===== config.mk =====
export PLATFORM = sky130hd
export DESIGN_NAME = limp_clk_gen
export DESIGN_NICKNAME = d
export VERILOG_FILES = /design/src/rtl/limp_clk_pkg.sv /design/src/rtl/limp_divider.sv /design/src/rtl/limp_ratio.sv /design/src/rtl/limp_mode_ctl.sv /design/src/rtl/limp_clk_gen.sv
export SDC_FILE = /design/constraint.sdc
export NUM_CORES = 1
export LEC_CHECK = 0
export BUFFER_PORTS_ARGS = -buffer_cell sky130_fd_sc_hd__buf_2
export CORE_UTILIZATION = 26
export CTS_CLUSTER_SIZE = 12
export DETAILED_ROUTE_END_ITERATION = 10
export HOLD_SLACK_MARGIN = 0.08
export PLACE_DENSITY = 0.44
export SLEW_MARGIN = 20
export SYNTH_ARGS = -nofsm -noshare
export SYNTH_HDL_FRONTEND = slang
export SYNTH_SLANG_ARGS = --single-unit

===== constraint.sdc =====
create_clock -name clk -period 3.5 [get_ports clk]
set_input_delay 0 -clock clk [delete_from_list [all_inputs] [get_ports clk]]
set_output_delay 0 -clock clk [all_outputs]
set_load 0.03 [all_outputs]

===== src/rtl/limp_clk_pkg.sv =====
package limp_clk_pkg;
  localparam int unsigned CNT_W = 32;
  localparam int unsigned BUS_RATIO = 3;

  // last count value of a 2^n period
  function automatic logic [CNT_W-1:0] period_last(input logic [4:0] n);
    period_last = (CNT_W'(1) << n) - CNT_W'(1);
  endfunction
endpackage


===== src/rtl/limp_divider.sv =====
module limp_divider
  import limp_clk_pkg::*;
#(
  parameter int unsigned DIV_W = 5,
  parameter logic [DIV_W-1:0] RST_DIV = 3
) (
  input  logic             clk,
  input  logic             rst,
  input  logic             run,
  input  logic             div_wr,
  input  logic [DIV_W-1:0] div_wdata,
  output logic             core_en
);
  logic [DIV_W-1:0] shadow_q, act_q, shadow_nxt;
  logic [CNT_W-1:0] cnt_q, last_cnt;
  logic             prd_end;

  assign shadow_nxt = div_wr ? div_wdata : shadow_q;
  assign last_cnt   = period_last(5'(act_q));
  assign core_en    = run && (cnt_q == last_cnt);
  assign prd_end    = !run || core_en;

  always_ff @(posedge clk) begin
    if (rst) begin
      shadow_q <= RST_DIV;
      act_q    <= RST_DIV;
      cnt_q    <= '0;
    end else begin
      shadow_q <= shadow_nxt;
      if (prd_end) act_q <= shadow_nxt;
      if (!run || core_en) cnt_q <= '0;
      else cnt_q <= cnt_q + CNT_W'(1);
    end
  end


  cnt_in_range_chk: assert property (@(posedge clk) disable iff (rst)
    cnt_q <= last_cnt);

  act_hold_chk: assert property (@(posedge clk) disable iff (rst)
    (run && !core_en) |=> $stable(act_q));
endmodule


===== src/rtl/limp_ratio.sv =====
module limp_ratio
  import limp_clk_pkg::*;
(
  input  logic clk,
  input  logic rst,
  input  logic run,
  input  logic core_en,
  output logic bus_en
);
  localparam int unsigned PH_W = $clog2(BUS_RATIO);
  localparam logic [PH_W-1:0] PH_LAST = PH_W'(BUS_RATIO - 1);
  logic [PH_W-1:0] ph_q;

  assign bus_en = core_en && (ph_q == PH_LAST);

  always_ff @(posedge clk) begin
    if (rst || !run) ph_q <= '0;
    else if (core_en) ph_q <= (ph_q == PH_LAST) ? '0 : ph_q + PH_W'(1);
  end


  ph_range_chk: assert property (@(posedge clk) disable iff (rst)
    ph_q <= PH_LAST);
endmodule


===== src/rtl/limp_mode_ctl.sv =====
module limp_mode_ctl #(
  parameter int unsigned MULT_W = 8,
  parameter logic [MULT_W-1:0] RST_MULT = 27
) (
  input  logic              clk,
  input  logic              rst,
  input  logic              boot_limp,
  input  logic              limp_wr,
  input  logic              limp_wdata,
  input  logic              bnd_ok,
  input  logic              mult_wr,
  input  logic [MULT_W-1:0] mult_wdata,
  output logic              limp,
  output logic [MULT_W-1:0] mult
);
  logic req_q, req_nxt, switch_ok;

  assign req_nxt   = limp_wr ? limp_wdata : req_q;
  assign switch_ok = !limp || bnd_ok;

  always_ff @(posedge clk) begin
    if (rst) begin
      req_q <= boot_limp;
      limp  <= boot_limp;
      mult  <= RST_MULT;
    end else begin
      req_q <= req_nxt;
      if (switch_ok) limp <= req_nxt;
      if (limp && mult_wr) mult <= mult_wdata;
    end
  end


  exit_at_bnd_chk: assert property (@(posedge clk) disable iff (rst)
    (limp && !bnd_ok) |=> limp);

  mult_locked_chk: assert property (@(posedge clk) disable iff (rst)
    !limp |=> $stable(mult));
endmodule


===== src/rtl/limp_clk_gen.sv =====
module limp_clk_gen #(
  parameter int unsigned DIV_W = 5,
  parameter int unsigned MULT_W = 8,
  parameter logic [DIV_W-1:0] RST_DIV = 3,
  parameter logic [MULT_W-1:0] RST_MULT = 27
) (
  input  logic              clk,
  input  logic              rst,
  input  logic              boot_limp_i,
  input  logic              limp_wr_i,
  input  logic              limp_wdata_i,
  input  logic              div_wr_i,
  input  logic [DIV_W-1:0]  div_wdata_i,
  input  logic              mult_wr_i,
  input  logic [MULT_W-1:0] mult_wdata_i,
  output logic              pll_bypass_o,
  output logic              core_en_o,
  output logic              bus_en_o,
  output logic              hs_periph_dis_o,
  output logic [MULT_W-1:0] mult_o
);
  logic limp_act, core_tick, bus_tick;

  limp_mode_ctl #(.MULT_W(MULT_W), .RST_MULT(RST_MULT)) u_mode (
    .clk(clk), .rst(rst), .boot_limp(boot_limp_i),
    .limp_wr(limp_wr_i), .limp_wdata(limp_wdata_i), .bnd_ok(bus_tick),
    .mult_wr(mult_wr_i), .mult_wdata(mult_wdata_i),
    .limp(limp_act), .mult(mult_o)
  );

  limp_divider #(.DIV_W(DIV_W), .RST_DIV(RST_DIV)) u_div (
    .clk(clk), .rst(rst), .run(limp_act),
    .div_wr(div_wr_i), .div_wdata(div_wdata_i), .core_en(core_tick)
  );

  limp_ratio u_ratio (
    .clk(clk), .rst(rst), .run(limp_act),
    .core_en(core_tick), .bus_en(bus_tick)
  );

  assign pll_bypass_o    = limp_act;
  assign hs_periph_dis_o = limp_act;
  assign core_en_o       = core_tick;
  assign bus_en_o        = bus_tick;


  bus_needs_core_chk: assert property (@(posedge clk) disable iff (rst)
    bus_tick |-> core_tick);

  core_only_limp_chk: assert property (@(posedge clk) disable iff (rst)
    core_tick |-> limp_act);
endmodule


Word-level counts from Yosys, hierarchy flattened
Cells that the tools add are included.
{"block": "word_totals", "wordCells": 28, "reg_bits": 54, "out_inout_bits": 12, "inputBits": 20}
{"block": "op_classes", "n_mux": 6, "eq_ne": 2, "add_sub_neg": 3, "shifts": 1, "reduce_logical": 9}
{"cell": "adder 32 x 1 -> 32 bit (second input constant)", "n": 1}
{"cell": "== test 32 bit", "n": 1}
{"cell": "<< shifter 1 x 5 -> 32 bit (first input constant)", "n": 1}
{"cell": "subtractor 32 x 2 -> 32 bit (second input constant)", "n": 1}
{"cell": "2-to-1 mux 5 bit", "n": 1}
{"cell": "2-to-1 mux 1 bit", "n": 4}
{"cell": "logical AND 1 bit", "n": 3}
{"cell": "logical OR 1 bit", "n": 3}
{"cell": "adder 2 x 1 -> 2 bit (second input constant)", "n": 1}
{"cell": "== test 2 bit (second input constant)", "n": 1}
{"cell": "2-to-1 mux 2 bit", "n": 1}
{"cell": "nonzero test 2 bit", "n": 1}
{"cell": "OR reduction 2 bit", "n": 1}
{"cell": "zero test 1 bit", "n": 1}

Longest topological paths before layout
{"block": "logic_depth", "ltp_word": 8, "ltp_mapped": 16, "mapped_depth_nobuf": 11}

Cells and area by module
Synthesis repeated with hierarchy kept, for this count alone.
{"block": "hier_totals", "hier_cells": 437, "hier_area_um2": 3533.4}
{"module": "limp_divider", "instances": 1, "seq_area_each_um2": 840.8, "area_per_inst_um2": 3012.9, "cells_per_inst": 387}
{"module": "limp_mode_ctl", "instances": 1, "seq_area_each_um2": 210.2, "area_per_inst_um2": 419.2, "cells_per_inst": 39}
{"module": "limp_ratio", "instances": 1, "seq_area_each_um2": 40.0, "area_per_inst_um2": 93.8, "cells_per_inst": 10}
{"module": "limp_clk_gen", "instances": 1, "seq_area_each_um2": 0.0, "area_per_inst_um2": 7.5, "cells_per_inst": 1}

Worst setup path before layout
No wires, ideal clock.
{"block": "synth_timing", "path_type": "register to register", "start": "reg u_div.act_q[0]", "end": "reg u_div.cnt_q[26]", "stages_incl_launch_ff": 17, "arrival_ns": 3.274, "period_less_slack_ns": 3.389, "setup_slack_ns": 0.111, "n_path_buf": 5, "t_required_ns": 3.385, "setup_time_ns": 0.115, "cell_sequence": "dfxtp_1 > buf_2 > or3_1 > or2_2 > ha_1 > clkbuf_1 > clkbuf_1 > nand4_1 > o2111ai_1 > a211o_1 > a21oi_1 > o211ai_1 > nor4_4 > nand2b_1 > buf_6 > buf_6 > nor2_1"}
{"block": "synth_between", "elab_chain_len": 6}
{"item": "start, declared", "line_no": "limp_divider.sv:14", "text": "logic [DIV_W-1:0] shadow_q, act_q, shadow_nxt;"}
{"item": "start signal, assigned", "line_no": "limp_divider.sv:30", "text": "if (prd_end) act_q <= shadow_nxt;"}
{"item": "<< shifter 1 x 5 -> 32 bit", "line_no": "limp_clk_pkg.sv:7", "text": "period_last = (CNT_W'(1) << n) - CNT_W'(1);"}
{"item": "subtractor 32 x 2 -> 32 bit", "line_no": "limp_clk_pkg.sv:7"}
{"item": "== test 32 bit", "line_no": "limp_divider.sv:20", "text": "assign core_en = run && (cnt_q == last_cnt);"}
{"item": "logical AND 1 bit", "line_no": "limp_divider.sv:20"}
{"item": "logical OR 1 bit", "line_no": "limp_divider.sv:31", "text": "if (!run || core_en) cnt_q <= '0;"}
{"item": "OR reduction 2 bit (no line)"}
{"item": "end signal, assigned", "line_no": "limp_divider.sv:32", "text": "else cnt_q <= cnt_q + CNT_W'(1);"}
{"item": "end, declared", "line_no": "limp_divider.sv:15", "text": "logic [CNT_W-1:0] cnt_q, last_cnt;"}
Every way passes these cells.
A chain may end at the register's enable or synchronous reset.

Final worst setup path
{"block": "layout_timing", "start": "reg u_div.act_q[1]", "end": "out bus_en_o"}
{"block": "layout_between", "elab_chain_len": 5}
{"item": "<< shifter 1 x 5 -> 32 bit", "line_no": "limp_clk_pkg.sv:7"}
{"item": "subtractor 32 x 2 -> 32 bit", "line_no": "limp_clk_pkg.sv:7"}
{"item": "== test 32 bit", "line_no": "limp_divider.sv:20"}
{"item": "logical AND 1 bit", "line_no": "limp_divider.sv:20"}
{"item": "logical AND 1 bit", "line_no": "limp_ratio.sv:14", "text": "assign bus_en = core_en && (ph_q == PH_LAST);"}
{"item": "end, declared", "line_no": "limp_clk_gen.sv:18", "text": "output logic bus_en_o,"}
Every way passes these cells.

==> results.md <==
| Quantity | Value |
|---|---|
| Area of the core region | 13300 sq um |
| Cell accounting for the most synthesized area | dfxtp_1 |
| Critical hold path startpoint | div_wr_i |
| Synthesis-stage register bit count | 54 |
| Mean instance size in the synthesized netlist | 7.938 sq um |
| Aggregate routed wire length | 10.23 mm |
| Library cell contributing the largest single delay on the critical path | or4_4 |
| Cells on worst reg2reg path | 12 |
| Effective utilization at floorplan | 26.87% |
| Outcome | finished, final reports clean |
| Areal power density over the cells | 387.5 nW/um^2 |
| Max-capacitance violation count | 0 |
| First-iteration detailed-routing DRC count | 257 |
| Worst Tran Pin Value | 772.5 ps |
| Standard-cell rows | 42 |
| Boundary Pins | 32 |
| Max-slew violation count | 0 |
| Port buffer count | 31 |
| Endpoints failing setup | 0 |
| Number of buffers created by CTS | 5 |
| Critical path arrival | 3340 ps |
| Worst-case setup slack after placement | 163.8 ps |
| Classification of the worst setup path | flop to output port |
| Number of routed nets with antenna violations | 0 |
| Cell Area, Placed | 3884 sq um |
| Top library cells by usage in the layout, fill and taps aside | 60 x nor2_1, 52 x dfxtp_1, 36 x nand2_1, 30 x buf_2 |
| Synthesized cell area | 3572 sq um |
| Die Outline Area | 14210 sq um |
| Period minus WS final | 3336 ps |
| Count of flip-flops with a built-in enable after synthesis | 1 |
| Share of post-route cells with drive strength above 1 | 15.59% |
| Minimum setup slack among reg-to-reg paths | 330 ps |
| Met3 Use GR | 2.443% |
| Normalized max-slew margin | 47.85% |
| Clock sink total | 54 |
| Number of standard cells after synthesis | 450 |
| Final period utilization | 95.32% |
| Number of cells on the worst hold path | 2 |
| Ordered list of cells on the worst path | or3_4, or2_4, ha_4, buf_6, or4_4, a21oi_2, o21ai_1, a22oi_1, nand4_1, nor4_4, nand3b_1, nor2_1, buf_4 |
| Met1 layer usage reported by global route | 20.06% |
| Busiest layer in global routing | met2 |
| Count of non-filler cells in the finished layout | 670 |
| Met2 track demand over resource | 24.27% |
| Global-route congestion overflow total | 0 |
| Initial antenna violation count | 0 |
| Last weighted congestion value of the routability-driven placer | 0.8814 |
| IR drop worst, VDD | 0.2239 mV |
| Global-route wire length before repair | 17.08 mm |
| Vias in the first global route | 3381 |
| Crit path required time | 3500 ps |
| Critical Path Fanout Max | 9 |
| Clock-pin slew on the worst setup and hold paths | 70 ps |
| Worst Setup Slack, final | 163.7 ps |
| Hold Slack | 78.64 ps |
| Area Overhead vs Synth | 21.33% |
| Maximum clock frequency | 299.7 MHz |
| Post-synth top flop | dfxtp_1 |
| Share of synthesized flip-flops with an asynchronous set or reset | 0% |
| ANT cells | 0 |
| Post-route setup TNS | 0 ps |
| Area share of the largest cell type after synthesis | 29.70% |
| Number of warning messages in the yosys log | 0 |
| Hold Path End | u_div.shadow_q[1] |
| Sequential element share of the synthesized area | 30.54% |
| Most common cell after layout, fill and taps aside | nor2_1 |
| GR Util All Layers | 15.15% |
| Cell count after placement | 638 |
| Average detailed-routed wire length per instance | 15.27 um |
| Largest net degree at the start of global routing | 41 |
| Net count of the mapped netlist | 472 |
| Number of unique standard cell types used by synthesis | 71 |
| RSZ-0062 raised after global routing | no |
| CTS root buf | clkbuf_16 |
| Largest cells by area after synthesis | dfxtp_1 30%, nor2_1 6.3%, xnor2_1 5.4%, xor2_1 5.1%, nand2_1 3.8% |
| Largest buffer count on any clock path | 2 |
| Drt via density | 4.991 |
| Power, Total | 1.679 mW |
| Chip Height | 119.2 um |
| Delay of the slowest cell on the worst path | 410 ps |
| Horiz. Die Dim | 119.2 um |
| Worst-Skew Late Latency | 300 ps |
| Source of the worst register-to-register timing path | u_div.act_q[1] |
| Final HPWL DP | 7.235 mm |
| Critical path endpoint category | output port |
| Cell area after layout | 4334 sq um |
| H-tree lvl count | 2 |
| Number of DRC violations after detailed routing | 0 |
| Layout net count | 515 |
| Total of fill cells in the finished design | 1436 |
| Vias after detailed routing | 3344 |
| Detailed-routing iteration count for the pre-antenna-repair pass | 4 |
| HP Class | primary input to flop |
| Clock tree from TritonCTS | done |
| Post-route core utilization | 32.60% |
| Endpoint of the worst-slack reg-to-reg timing path | u_div.cnt_q[22] |
| Final hold vios | 0 |
| Setup clock skew after layout | 7.668 ps |
| Leak | 1.538 nW |
| CP startpoint kind | flop |
[critical path, delay by kind of cell, from the launching register on]
kind                     cells  cell delay [ps]
AO/OA/AOI/OAI                3              450
adder cells (fa/ha/maj)      1              180
buffers and inverters        2              310
flip-flops                   1              360
AND/OR/NAND/NOR              7             1740
[worst max-delay path by stage]
stage                     slack, ps               to           start
after CTS                        10         bus_en_o  u_div.act_q[3]
after floorplan                 110  u_div.cnt_q[26]  u_div.act_q[0]
after global placement          210      u_mode.limp  u_div.act_q[1]
final                           160         bus_en_o  u_div.act_q[1]
after detailed placement        160  u_div.cnt_q[20]  u_div.act_q[1]
after global routing             10         bus_en_o  u_div.act_q[1]
[power by group]
part           internal, mW  leakage, nW  switching, mW
sequential            0.639        0.442         0.0192
clock                 0.288       0.0745          0.233
combinational         0.204         1.02          0.295
total                  1.13         1.54          0.547
[synthesized netlist by cell type, drive strengths merged (5+ instances only)]
| master | count |
|---|---|
| nand3b | 5 |
| nor3 | 12 |
| buf | 20 |
| xor2 | 21 |
| xnor2 | 22 |
| or3 | 9 |
| nor2b | 7 |
| inv | 15 |
| a211o | 9 |
| o21ai | 13 |
| o21a | 6 |
| and3 | 9 |
| dfxtp | 53 |
| nand3 | 23 |
| nand4 | 12 |
| nor4 | 9 |
| nand2 | 36 |
| and2 | 5 |
| nand2b | 6 |
| a21oi | 12 |
| clkbuf | 16 |
| nor2 | 60 |
[flip-flops by register name (all words and copies together), names as in the netlist]
name / count
u_div.cnt_q: 32
u_mode.mult: 8
u_div.act_q: 5
u_div.shadow_q: 5
u_ratio.ph_q: 2
u_mode.limp: 1
u_mode.req_q: 1
[metal layers]
| layer | part of all wire [%] | up-vias | routed length, um |
|---|---|---|---|
| li1 | - | 1685 | - |
| met1 | 48 | 1600 | 4945 |
| met2 | 47 | 49 | 4770 |
| met3 | 2.9 | 10 | 300 |
| met4 | 2.1 | 0 | 214 |
| met5 | 0 | - | 0 |
[cell families (layout without fill, tap and decap cells)]
| group | count (synthesis) | after routing | synth area share (%) |
|---|---|---|---|
| fa+ha+maj | 2 | 2 | 0.7004 |
| simple gates | 212 | 212 | 31.87 |
| flops | 54 | 54 | 30.54 |
| buf+inv | 51 | 95 | 7.285 |
| mux | 4 | 4 | 1.121 |
| compound gates | 84 | 84 | 17.93 |
| xor+xnor | 43 | 43 | 10.54 |
[area by class of cell]
class	count	area (sq um)	area share [%]
Inverter	15	56.30	1.299
Clock buffer	7	142.6	3.291
Clock inverter	1	8.758	0.2021
Timing Repair Buffer	72	539.3	12.44
Multi-Input combinational cell	345	2272	52.42
Tap cell	176	220.2	5.081
Sequential cell	54	1095	25.26
[what timing repair did]
action | in CTS | in global routing
pin swaps | 6 | 7
buffers inserted | 0 | 1
hold buffers | 23 | 0
hold endpoints to repair | 17 | 0
resized for setup | 8 | 7
setup endpoints to repair | 2 | 2
Power figures use the tool's default switching activity.
